<file path="src/rtl/flpoll_pkg.sv">
// Shared types and command bytes for the flash status poller.
// Assumes the flash data bus is at least 8 bits wide; commands occupy bits 7:0.
package flpoll_pkg;

    typedef enum logic [2:0] {
        ST_IDLE,      // waiting for start
        ST_CMD,       // issuing unlock/command writes
        ST_RD_FIRST,  // first status read after the commands
        ST_RD_NEXT,   // sliding comparison of consecutive reads
        ST_RCK_A,     // first recheck read after timeout flag
        ST_RCK_B,     // second recheck read
        ST_RST_WR     // reset write after failure
    } poll_state_t;

    localparam logic [7:0] CMD_UNLOCK1   = 8'hAA;
    localparam logic [7:0] CMD_UNLOCK2   = 8'h55;
    localparam logic [7:0] CMD_PROGRAM   = 8'hA0;
    localparam logic [7:0] CMD_ERASE_SET = 8'h80;
    localparam logic [7:0] CMD_SECTOR    = 8'h30;
    localparam logic [7:0] CMD_RESET     = 8'hF0;

endpackage

</file>
<file path="src/rtl/flpoll_cmd_rom.sv">
// Command sequence generator: maps a step index to the address/data of
// each write cycle for program (4 steps) or sector erase (6 steps).
// Assumes step never exceeds the last step of the selected operation.
module flpoll_cmd_rom
    import flpoll_pkg::*;
#(
    parameter int AW = 23,
    parameter int DW = 16,
    parameter logic [AW-1:0] UNLOCK_A = 'h555,
    parameter logic [AW-1:0] UNLOCK_B = 'h2AA
) (
    input  logic          is_erase,
    input  logic [2:0]    step,
    input  logic [AW-1:0] tgt_addr,
    input  logic [DW-1:0] pgm_data,
    output logic [AW-1:0] wr_addr,
    output logic [DW-1:0] wr_data,
    output logic          last_step
);
    localparam int PAD = DW - 8;

    // Select the address/data pair for the current step.
    always_comb begin
        wr_addr   = UNLOCK_A;
        wr_data   = {{PAD{1'b0}}, CMD_UNLOCK1};
        last_step = 1'b0;
        if (!is_erase) begin
            case (step)
                3'd0: ;
                3'd1: begin wr_addr = UNLOCK_B; wr_data = {{PAD{1'b0}}, CMD_UNLOCK2}; end
                3'd2: wr_data = {{PAD{1'b0}}, CMD_PROGRAM};
                default: begin wr_addr = tgt_addr; wr_data = pgm_data; last_step = 1'b1; end
            endcase
        end else begin
            case (step)
                3'd0, 3'd3: ;
                3'd1, 3'd4: begin wr_addr = UNLOCK_B; wr_data = {{PAD{1'b0}}, CMD_UNLOCK2}; end
                3'd2: wr_data = {{PAD{1'b0}}, CMD_ERASE_SET};
                default: begin wr_addr = tgt_addr; wr_data = {{PAD{1'b0}}, CMD_SECTOR}; last_step = 1'b1; end
            endcase
        end
    end
endmodule

</file>
<file path="src/rtl/flpoll_status_eval.sv">
// Status word evaluation: compares the toggle bit of the newest read with
// the previously stored toggle bit and extracts the timeout flag.
// Assumes both bit positions lie inside the data word.
module flpoll_status_eval #(
    parameter int DW          = 16,
    parameter int TOGGLE_BIT  = 6,
    parameter int TIMEOUT_BIT = 5
) (
    input  logic          prev_tog,
    input  logic [DW-1:0] cur,
    output logic          cur_tog,
    output logic          running,
    output logic          timed_out
);
    logic unused_other_bits;

    // Toggle comparison and timeout flag extraction.
    always_comb begin
        cur_tog           = cur[TOGGLE_BIT];
        running           = cur[TOGGLE_BIT] ^ prev_tog;
        timed_out         = cur[TIMEOUT_BIT];
        unused_other_bits = ^cur;
    end
endmodule

</file>
<file path="src/rtl/flash_op_poller.sv">
// Program / sector-erase controller with toggle-bit status polling.
// Issues the command writes, polls the status word at the target address,
// rechecks twice after a timeout flag, writes the reset command on failure,
// and steps through multi-word program requests.
// Assumes a single-outstanding bus: request held until a one-cycle ack.
module flash_op_poller
    import flpoll_pkg::*;
#(
    parameter int AW = 23,
    parameter int DW = 16,
    parameter int CW = 8,
    parameter int TOGGLE_BIT  = 6,
    parameter int TIMEOUT_BIT = 5
) (
    input  logic          clk,
    input  logic          rst_n,
    input  logic          start,
    input  logic          op_erase,
    input  logic [AW-1:0] base_addr,
    input  logic [CW-1:0] word_cnt,
    input  logic [DW-1:0] pgm_data,
    output logic          busy,
    output logic          done,
    output logic          error,
    output logic          word_taken,
    output logic          fl_req,
    output logic          fl_we,
    output logic [AW-1:0] fl_addr,
    output logic [DW-1:0] fl_wdata,
    input  logic [DW-1:0] fl_rdata,
    input  logic          fl_ack
);
    localparam logic [CW-1:0] ONE = CW'(1);

    poll_state_t   state_q;
    logic [2:0]    step_q;
    logic [AW-1:0] addr_q;
    logic          erase_q;
    logic [CW-1:0] rem_q;
    logic          prev_tog_q;
    logic          done_q, err_q, taken_q;

    logic [AW-1:0] seq_addr;
    logic [DW-1:0] seq_data;
    logic          seq_last;
    logic          cur_tog, running, timed_out;
    logic          xfer, word_ok;

    flpoll_cmd_rom #(.AW(AW), .DW(DW)) i_cmd_rom (
        .is_erase (erase_q),
        .step     (step_q),
        .tgt_addr (addr_q),
        .pgm_data (pgm_data),
        .wr_addr  (seq_addr),
        .wr_data  (seq_data),
        .last_step(seq_last)
    );

    flpoll_status_eval #(.DW(DW), .TOGGLE_BIT(TOGGLE_BIT), .TIMEOUT_BIT(TIMEOUT_BIT)) i_eval (
        .prev_tog (prev_tog_q),
        .cur      (fl_rdata),
        .cur_tog  (cur_tog),
        .running  (running),
        .timed_out(timed_out)
    );

    // Bus request decode from the current state.
    always_comb begin
        fl_req   = (state_q != ST_IDLE);
        fl_we    = (state_q == ST_CMD) || (state_q == ST_RST_WR);
        fl_addr  = (state_q == ST_CMD) ? seq_addr : addr_q;
        fl_wdata = '0;
        if (state_q == ST_CMD)         fl_wdata = seq_data;
        else if (state_q == ST_RST_WR) fl_wdata = {{(DW-8){1'b0}}, CMD_RESET};
        xfer     = fl_req && fl_ack;
        word_ok  = xfer && !running &&
                   ((state_q == ST_RD_NEXT) || (state_q == ST_RCK_B));
    end

    assign busy       = fl_req;
    assign done       = done_q;
    assign error      = err_q;
    assign word_taken = taken_q;

    // Sequencer: commands, polling, recheck, reset write, word stepping.
    always_ff @(posedge clk) begin
        if (!rst_n) begin
            state_q    <= ST_IDLE;
            step_q     <= '0;
            addr_q     <= '0;
            erase_q    <= 1'b0;
            rem_q      <= '0;
            prev_tog_q <= 1'b0;
            done_q     <= 1'b0;
            err_q      <= 1'b0;
            taken_q    <= 1'b0;
        end else begin
            done_q  <= 1'b0;
            err_q   <= 1'b0;
            taken_q <= 1'b0;
            case (state_q)
                ST_IDLE: if (start) begin
                    addr_q  <= base_addr;
                    erase_q <= op_erase;
                    rem_q   <= (word_cnt == '0) ? ONE : word_cnt;
                    step_q  <= '0;
                    state_q <= ST_CMD;
                end
                ST_CMD: if (xfer) begin
                    if (seq_last) state_q <= ST_RD_FIRST;
                    else          step_q  <= step_q + 3'd1;
                end
                ST_RD_FIRST: if (xfer) begin
                    prev_tog_q <= cur_tog;
                    state_q    <= ST_RD_NEXT;
                end
                ST_RD_NEXT: if (xfer && running) begin
                    prev_tog_q <= cur_tog;
                    if (timed_out) state_q <= ST_RCK_A;
                end
                ST_RCK_A: if (xfer) begin
                    prev_tog_q <= cur_tog;
                    state_q    <= ST_RCK_B;
                end
                ST_RCK_B: if (xfer && running) state_q <= ST_RST_WR;
                ST_RST_WR: if (xfer) begin
                    err_q   <= 1'b1;
                    state_q <= ST_IDLE;
                end
                default: state_q <= ST_IDLE;
            endcase
            if (word_ok) begin
                if (!erase_q && rem_q != ONE) begin
                    rem_q   <= rem_q - ONE;
                    addr_q  <= addr_q + AW'(1);
                    step_q  <= '0;
                    taken_q <= 1'b1;
                    state_q <= ST_CMD;
                end else begin
                    done_q  <= 1'b1;
                    taken_q <= !erase_q;
                    state_q <= ST_IDLE;
                end
            end
        end
    end
endmodule

</file>
<file path="config.mk">
export PLATFORM = sky130hd
export DESIGN_NAME = flash_op_poller
export DESIGN_NICKNAME = d
export VERILOG_FILES = /design/src/rtl/flpoll_pkg.sv /design/src/rtl/flpoll_cmd_rom.sv /design/src/rtl/flpoll_status_eval.sv /design/src/rtl/flash_op_poller.sv
export SDC_FILE = /design/constraint.sdc
export NUM_CORES = 1
export LEC_CHECK = 0
export BUFFER_PORTS_ARGS = -buffer_cell sky130_fd_sc_hd__buf_2
export CAP_MARGIN = 20
export CORE_MARGIN = 5
export CORE_UTILIZATION = 51
export CTS_BUF_LIST = sky130_fd_sc_hd__clkbuf_2
export CTS_CLUSTER_DIAMETER = 60
export DETAILED_ROUTE_END_ITERATION = 8
export HOLD_SLACK_MARGIN = 0.08
export PLACE_DENSITY = 0.82
export SLEW_MARGIN = 10
export SYNTH_ARGS = -nofsm -noshare
export SYNTH_HDL_FRONTEND = slang
export SYNTH_SLANG_ARGS = --single-unit
</file>
<file path="constraint.sdc">
create_clock -name clk -period 2.2 [get_ports clk]
set_clock_uncertainty 0.2 [all_clocks]
set_input_delay 0.22 -clock clk [delete_from_list [all_inputs] [get_ports clk]]
set_output_delay 0.22 -clock clk [all_outputs]
set_load 0.1 [all_outputs]
</file>
==> flow_metrics.tcl, run 1 <==
set metrics [dict create \
    synth-simple-area-share_pct 33.0 \
    rows 27 \
    stop_stage "global routing" \
    status "stopped before the end" \
    postGrtWorstEndpoint "fl_wdata[9]" \
    grt_max_degree 24 \
    die_h_um 85.4 \
    io_buffer_count 98 \
    synth.largest_area_cell "dfxtp_1" \
    synthMuxAreaShare_pct 1.77 \
    synth_compound_area_share_pct 26.4 \
    die_w_um 85.4 \
    synth.area.top_cells "dfxtp_1 (29%), nand2_1 (8.0%), and2_1 (4.7%), a21oi_1 (4.3%), nand3_1 (3.8%)" \
    ys_async_sr_fraction_pct 0 \
    avgSynthCellArea_sq_um 7.24 \
    overflow 157 \
    grtUsageTotal_pct 73.9 \
    cts-root-buf "clkbuf_2" \
    synth_fa_ha_area_share_pct 3.45 \
    cts_sinks 42 \
    ys_seq_area_share_pct 29.0 \
    hpwlAfterDp_mm 7.98 \
    synthCells 401 \
    yosysWarnings 0 \
    cts_max_path_buffers 2 \
    ys_ff_latch 42 \
    firstError "[ERROR GRT-0232] Routing congestion too high. Check the congestion heatmap in the GUI." \
    floorplan.initialDensity_pct 52.7 \
    synthFlopType "dfxtp_1" \
    place_area_sq_mm 0.00444 \
    cts_buffers 5 \
    gp_congestion 0.895 \
    worst-ep-kind "primary output" \
    synth_nets 477 \
    io_pins 113 \
    synth_top_family_by_area "simple AND/OR/NAND/NOR gates" \
    synth-edff-count 0 \
    synth_top_area_share_pct 29.0 \
    synth.distinct_cells 53 \
    post_synth_instance_area_sq_mm 0.00290 \
    cts_max_level 2 \
    synth_xor_xnor_area_share_pct 0.603 \
]
## cell usage after synthesis, drive strengths merged (9+ instances only)
library cell and number:
nand2 62, dfxtp 42, nor2 26, a21oi 25
and2 22, nand3 22, nor3 19, o21ai 18
a31oi 16, inv 14, buf 13, clkbuf 11
o211ai 10, or4 9
## layer usage
metal | overflow | GRT usage, %
met3 | 1 | 51.4
met2 | 68 | 92.3
met4 | 87 | 90.8
met5 | 0 | 0
met1 | 1 | 71.6
## cell families after synthesis
kind of cell               after synthesis
xor gates and xnor gates                 2
and+or+nand+nor                        192
buffers and inverters                   38
muxes                                    5
DFF                                     42
adders and majority gates                8
AOI/OAI and AO/OA                      114
## metrics by stage
| stage | setup WS, ns | cells |
|---|---|---|
| 3_3_place_gp | -0.0717 | 580 |
| 3_5_place_dp | -0.136 | 580 |
| 2_1_floorplan | -0.194 | 401 |
| 4_1_cts | -0.309 | 631 |
## repair_timing
action,in CTS
endpoints found under the hold margin,40
pin swaps,5
resized for setup,43
setup endpoints to repair,46
cloned,1
buffers inserted,5
hold buffers,37
==> inputs of run 2 (changes only) <==
CORE_UTILIZATION = 40   (was 51)
CTS_BUF_LIST = unset   (was sky130_fd_sc_hd__clkbuf_2)
CTS_CLUSTER_DIAMETER = unset   (was 60)
HOLD_SLACK_MARGIN = unset   (was 0.08)
PLACE_DENSITY = unset   (was 0.82)
PLACE_DENSITY_LB_ADDON = 0.15   (was unset)
==> run 2 against run 1 <==
Effect of this change: the flow now finishes, with violations (setup timing); area after synthesis stayed put; synthesized cell count stayed put.
==> flow_metrics.tcl, run 2 <==
set metrics [dict create \
    grt_use_met1_pct 31.2 \
    grtUsageTotal_pct 23.8 \
    grt_first_pass_wirelength_mm 17.3 \
    finalWirelength_mm 10.9 \
    utilization_pct 70.9 \
    syn_to_final_growth_pct 75.2 \
    synthTopCellsByCount "nand2_1 (62), dfxtp_1 (42), a21oi_1 (25), nor2_1 (25)" \
    drc 0 \
    grt_pass1_vias 3642 \
    period_share_pct 106 \
    start_kind "flip-flop" \
    die_area_sq_mm 0.00906 \
    synth.largest_area_cell "dfxtp_1" \
    cts_tree "yes" \
    violations "setup timing" \
    arrival_ns 1.91 \
    relSlewSlack_pct 67.2 \
    clkPwrFrac_pct 13.3 \
    power.share.sequential_pct 23.7 \
    post_synth_instance_area_sq_mm 0.00290 \
    gp_congestion 0.877 \
    rsz0062_at_grt "true" \
    end_kind "output pin" \
    io_pins 113 \
    cts_buffers 5 \
    grt_max_degree 17 \
    overflow 0 \
    top_usage_layer "met2" \
    cp.required_ns 1.78 \
    fmax_ghz 0.428 \
    cp_max_fo 5 \
    synthCells 401 \
    grtUsageMet3_pct 4.18 \
    worst_pin_slew_ns 0.495 \
    num_vias 3703 \
    die_h_um 95.2 \
    switching_power_mw 1.99 \
    drive_gt1_share_pct 43.2 \
    p_int_mw 2.05 \
    hp-class "primary input to flip-flop" \
    avgRoutedWirePerCell_um 16.9 \
    synth_top_area_share_pct 29.0 \
    finalPower_mw 4.04 \
    p_comb_share_pct 63.0 \
    p_per_area_mw_per_mm2 795 \
    die_w_um 95.2 \
    fin_nets 621 \
    final_cell_mix "buf_2 (58), nand2_1 (56), buf_12 (42)" \
    synth.area.top_cells "dfxtp_1 (29%), nand2_1 (8.0%), and2_1 (4.7%), a21oi_1 (4.3%), nand3_1 (3.8%)" \
    synth.most_common_cell "nand2_1" \
    hpwlAfterDp_mm 7.82 \
    avgSynthCellArea_sq_um 7.24 \
    dr.pass1.iters 5 \
    rows 31 \
    ys_seq_area_share_pct 29.0 \
    cts_max_path_buffers 2 \
    detail_route.vias_per_cell 5.74 \
    floorplan.initialDensity_pct 40.5 \
    antenna_cells 0 \
    hold_viol 0 \
    synthFlopType "dfxtp_1" \
    ys_ff_latch 42 \
    yosysWarnings 0 \
    floorplan.core_area_sq_mm 0.00718 \
    place_area_sq_mm 0.00450 \
    ant_nets 0 \
    regMostFlops "addr_q" \
    netSwitchingFraction_pct 49.2 \
    antenna_found_initial 0 \
    setup_viol 33 \
    fin_area_sq_mm 0.00508 \
    clk_latency_ns 0.30 \
    cts_max_level 2 \
    top_regs "addr_q x23, rem_q x8" \
    period_needed_ns 2.33 \
    leakagePower_nw 2.05 \
    layout_commonest_cell "buf_2" \
    slew_viol_final 0 \
    synth-edff-count 0 \
    ir_drop_mv 0.718 \
    cts_sinks 42 \
    synth_nets 477 \
    cap_viol_max_count 0 \
    finalWorstSetupSlack_ns -0.134 \
    synth.distinct_cells 53 \
    cts-root-buf "clkbuf_8" \
    cts.clk_slew.worst_paths_ns 0.09 \
    io_buffer_count 98 \
    ys_async_sr_fraction_pct 0 \
    path_class "flip-flop to output pin" \
    status "finished with violations" \
    largest_register_ffs 23 \
    met2_usage_pct 39.4 \
    drtIter0Drc 271 \
]
## run 2: repair_timing
item	in CTS	in global routing
gates resized for setup	50	25
buffers inserted	5	2
endpoints found under the setup margin	41	51
endpoints found under the hold margin	15	0
hold buffers	15	0
cloned	1	0
pin swaps	12	3
## run 2: critical path, cell delays in order (launching register included)
cell	delay [ns]
dfxtp_4	0.39
inv_4	0.05
ha_4	0.18
buf_6	0.13
nor2_1	0.20
nor2_4	0.09
a211oi_2	0.28
o31ai_4	0.09
buf_12	0.19
## run 2: worst paths after layout
kind,from,end,slack (ns),depth (start not counted)
setup / recovery,step_q[1]$_SDFF_PN0_,fl_wdata[5],-0.13,8
hold / removal,base_addr[1],addr_q[1]$_SDFF_PN0_,0.003,3
setup reg to reg,state_q[2]$_SDFFE_PN0P_,addr_q[16]$_SDFF_PN0_,0.09,6
hold reg to reg,rem_q[0]$_SDFF_PN0_,rem_q[0]$_SDFF_PN0_,0.30,2
## run 2: layout make-up
| cell class | instances | area [sq um] |
|---|---|---|
| Clock buffer | 6 | 82.6 |
| Clock inverter | 2 | 12.5 |
| Fill cell | 569 | 2090 |
| Inverter | 14 | 57.6 |
| Multi-Input combinational cell | 321 | 2290 |
| Sequential cell | 42 | 861 |
| Tap cell | 99 | 124 |
| Timing Repair Buffer | 161 | 1650 |
## run 2: power by group through the flow
stage          combinational [mW]  sequential [mW]  clock, mW
3_5_place_dp                 2.38            0.958          0
6_report                     2.55            0.957      0.537
4_1_cts                      2.49            0.945      0.543
5_1_grt                      2.67            0.970      0.573
2_1_floorplan                1.57            0.928          0
3_3_place_gp                 2.35            0.952          0
## run 2: per-layer routing
layer  up-vias  share of wire [%]
met3        18                6.4
met5         -                  0
met1      1775                 42
li1       1769                  -
met2       141                 50
met4         0                1.2
## run 2: stage by stage
stage	setup WS (ns)	hold slack, ns	cells	TNS (ns)
global route	-0.182	0.0165	645	-5.01
floorplan	-0.194	0.156	401	-0.609
detailed placement	-0.138	0.285	614	-1.74
global placement	-0.0902	0.284	614	-0.860
finish	-0.134	0.00320	645	-2.86
CTS	-0.118	0.00219	643	-2.58
## run 2: cell families (layout without fill, tap and decap cells)
| group | Yosys count | after routing | share of synthesized area, % |
|---|---|---|---|
| AOI/OAI and AO/OA | 114 | 114 | 26.4 |
| xor gates and xnor gates | 2 | 2 | 0.604 |
| adders and majority gates | 8 | 8 | 3.45 |
| and+or+nand+nor | 192 | 192 | 33.0 |
| buffers and inverters | 38 | 183 | 5.82 |
| muxes | 5 | 5 | 1.77 |
| DFF | 42 | 42 | 29.0 |
Power figures use the tool's default switching activity.
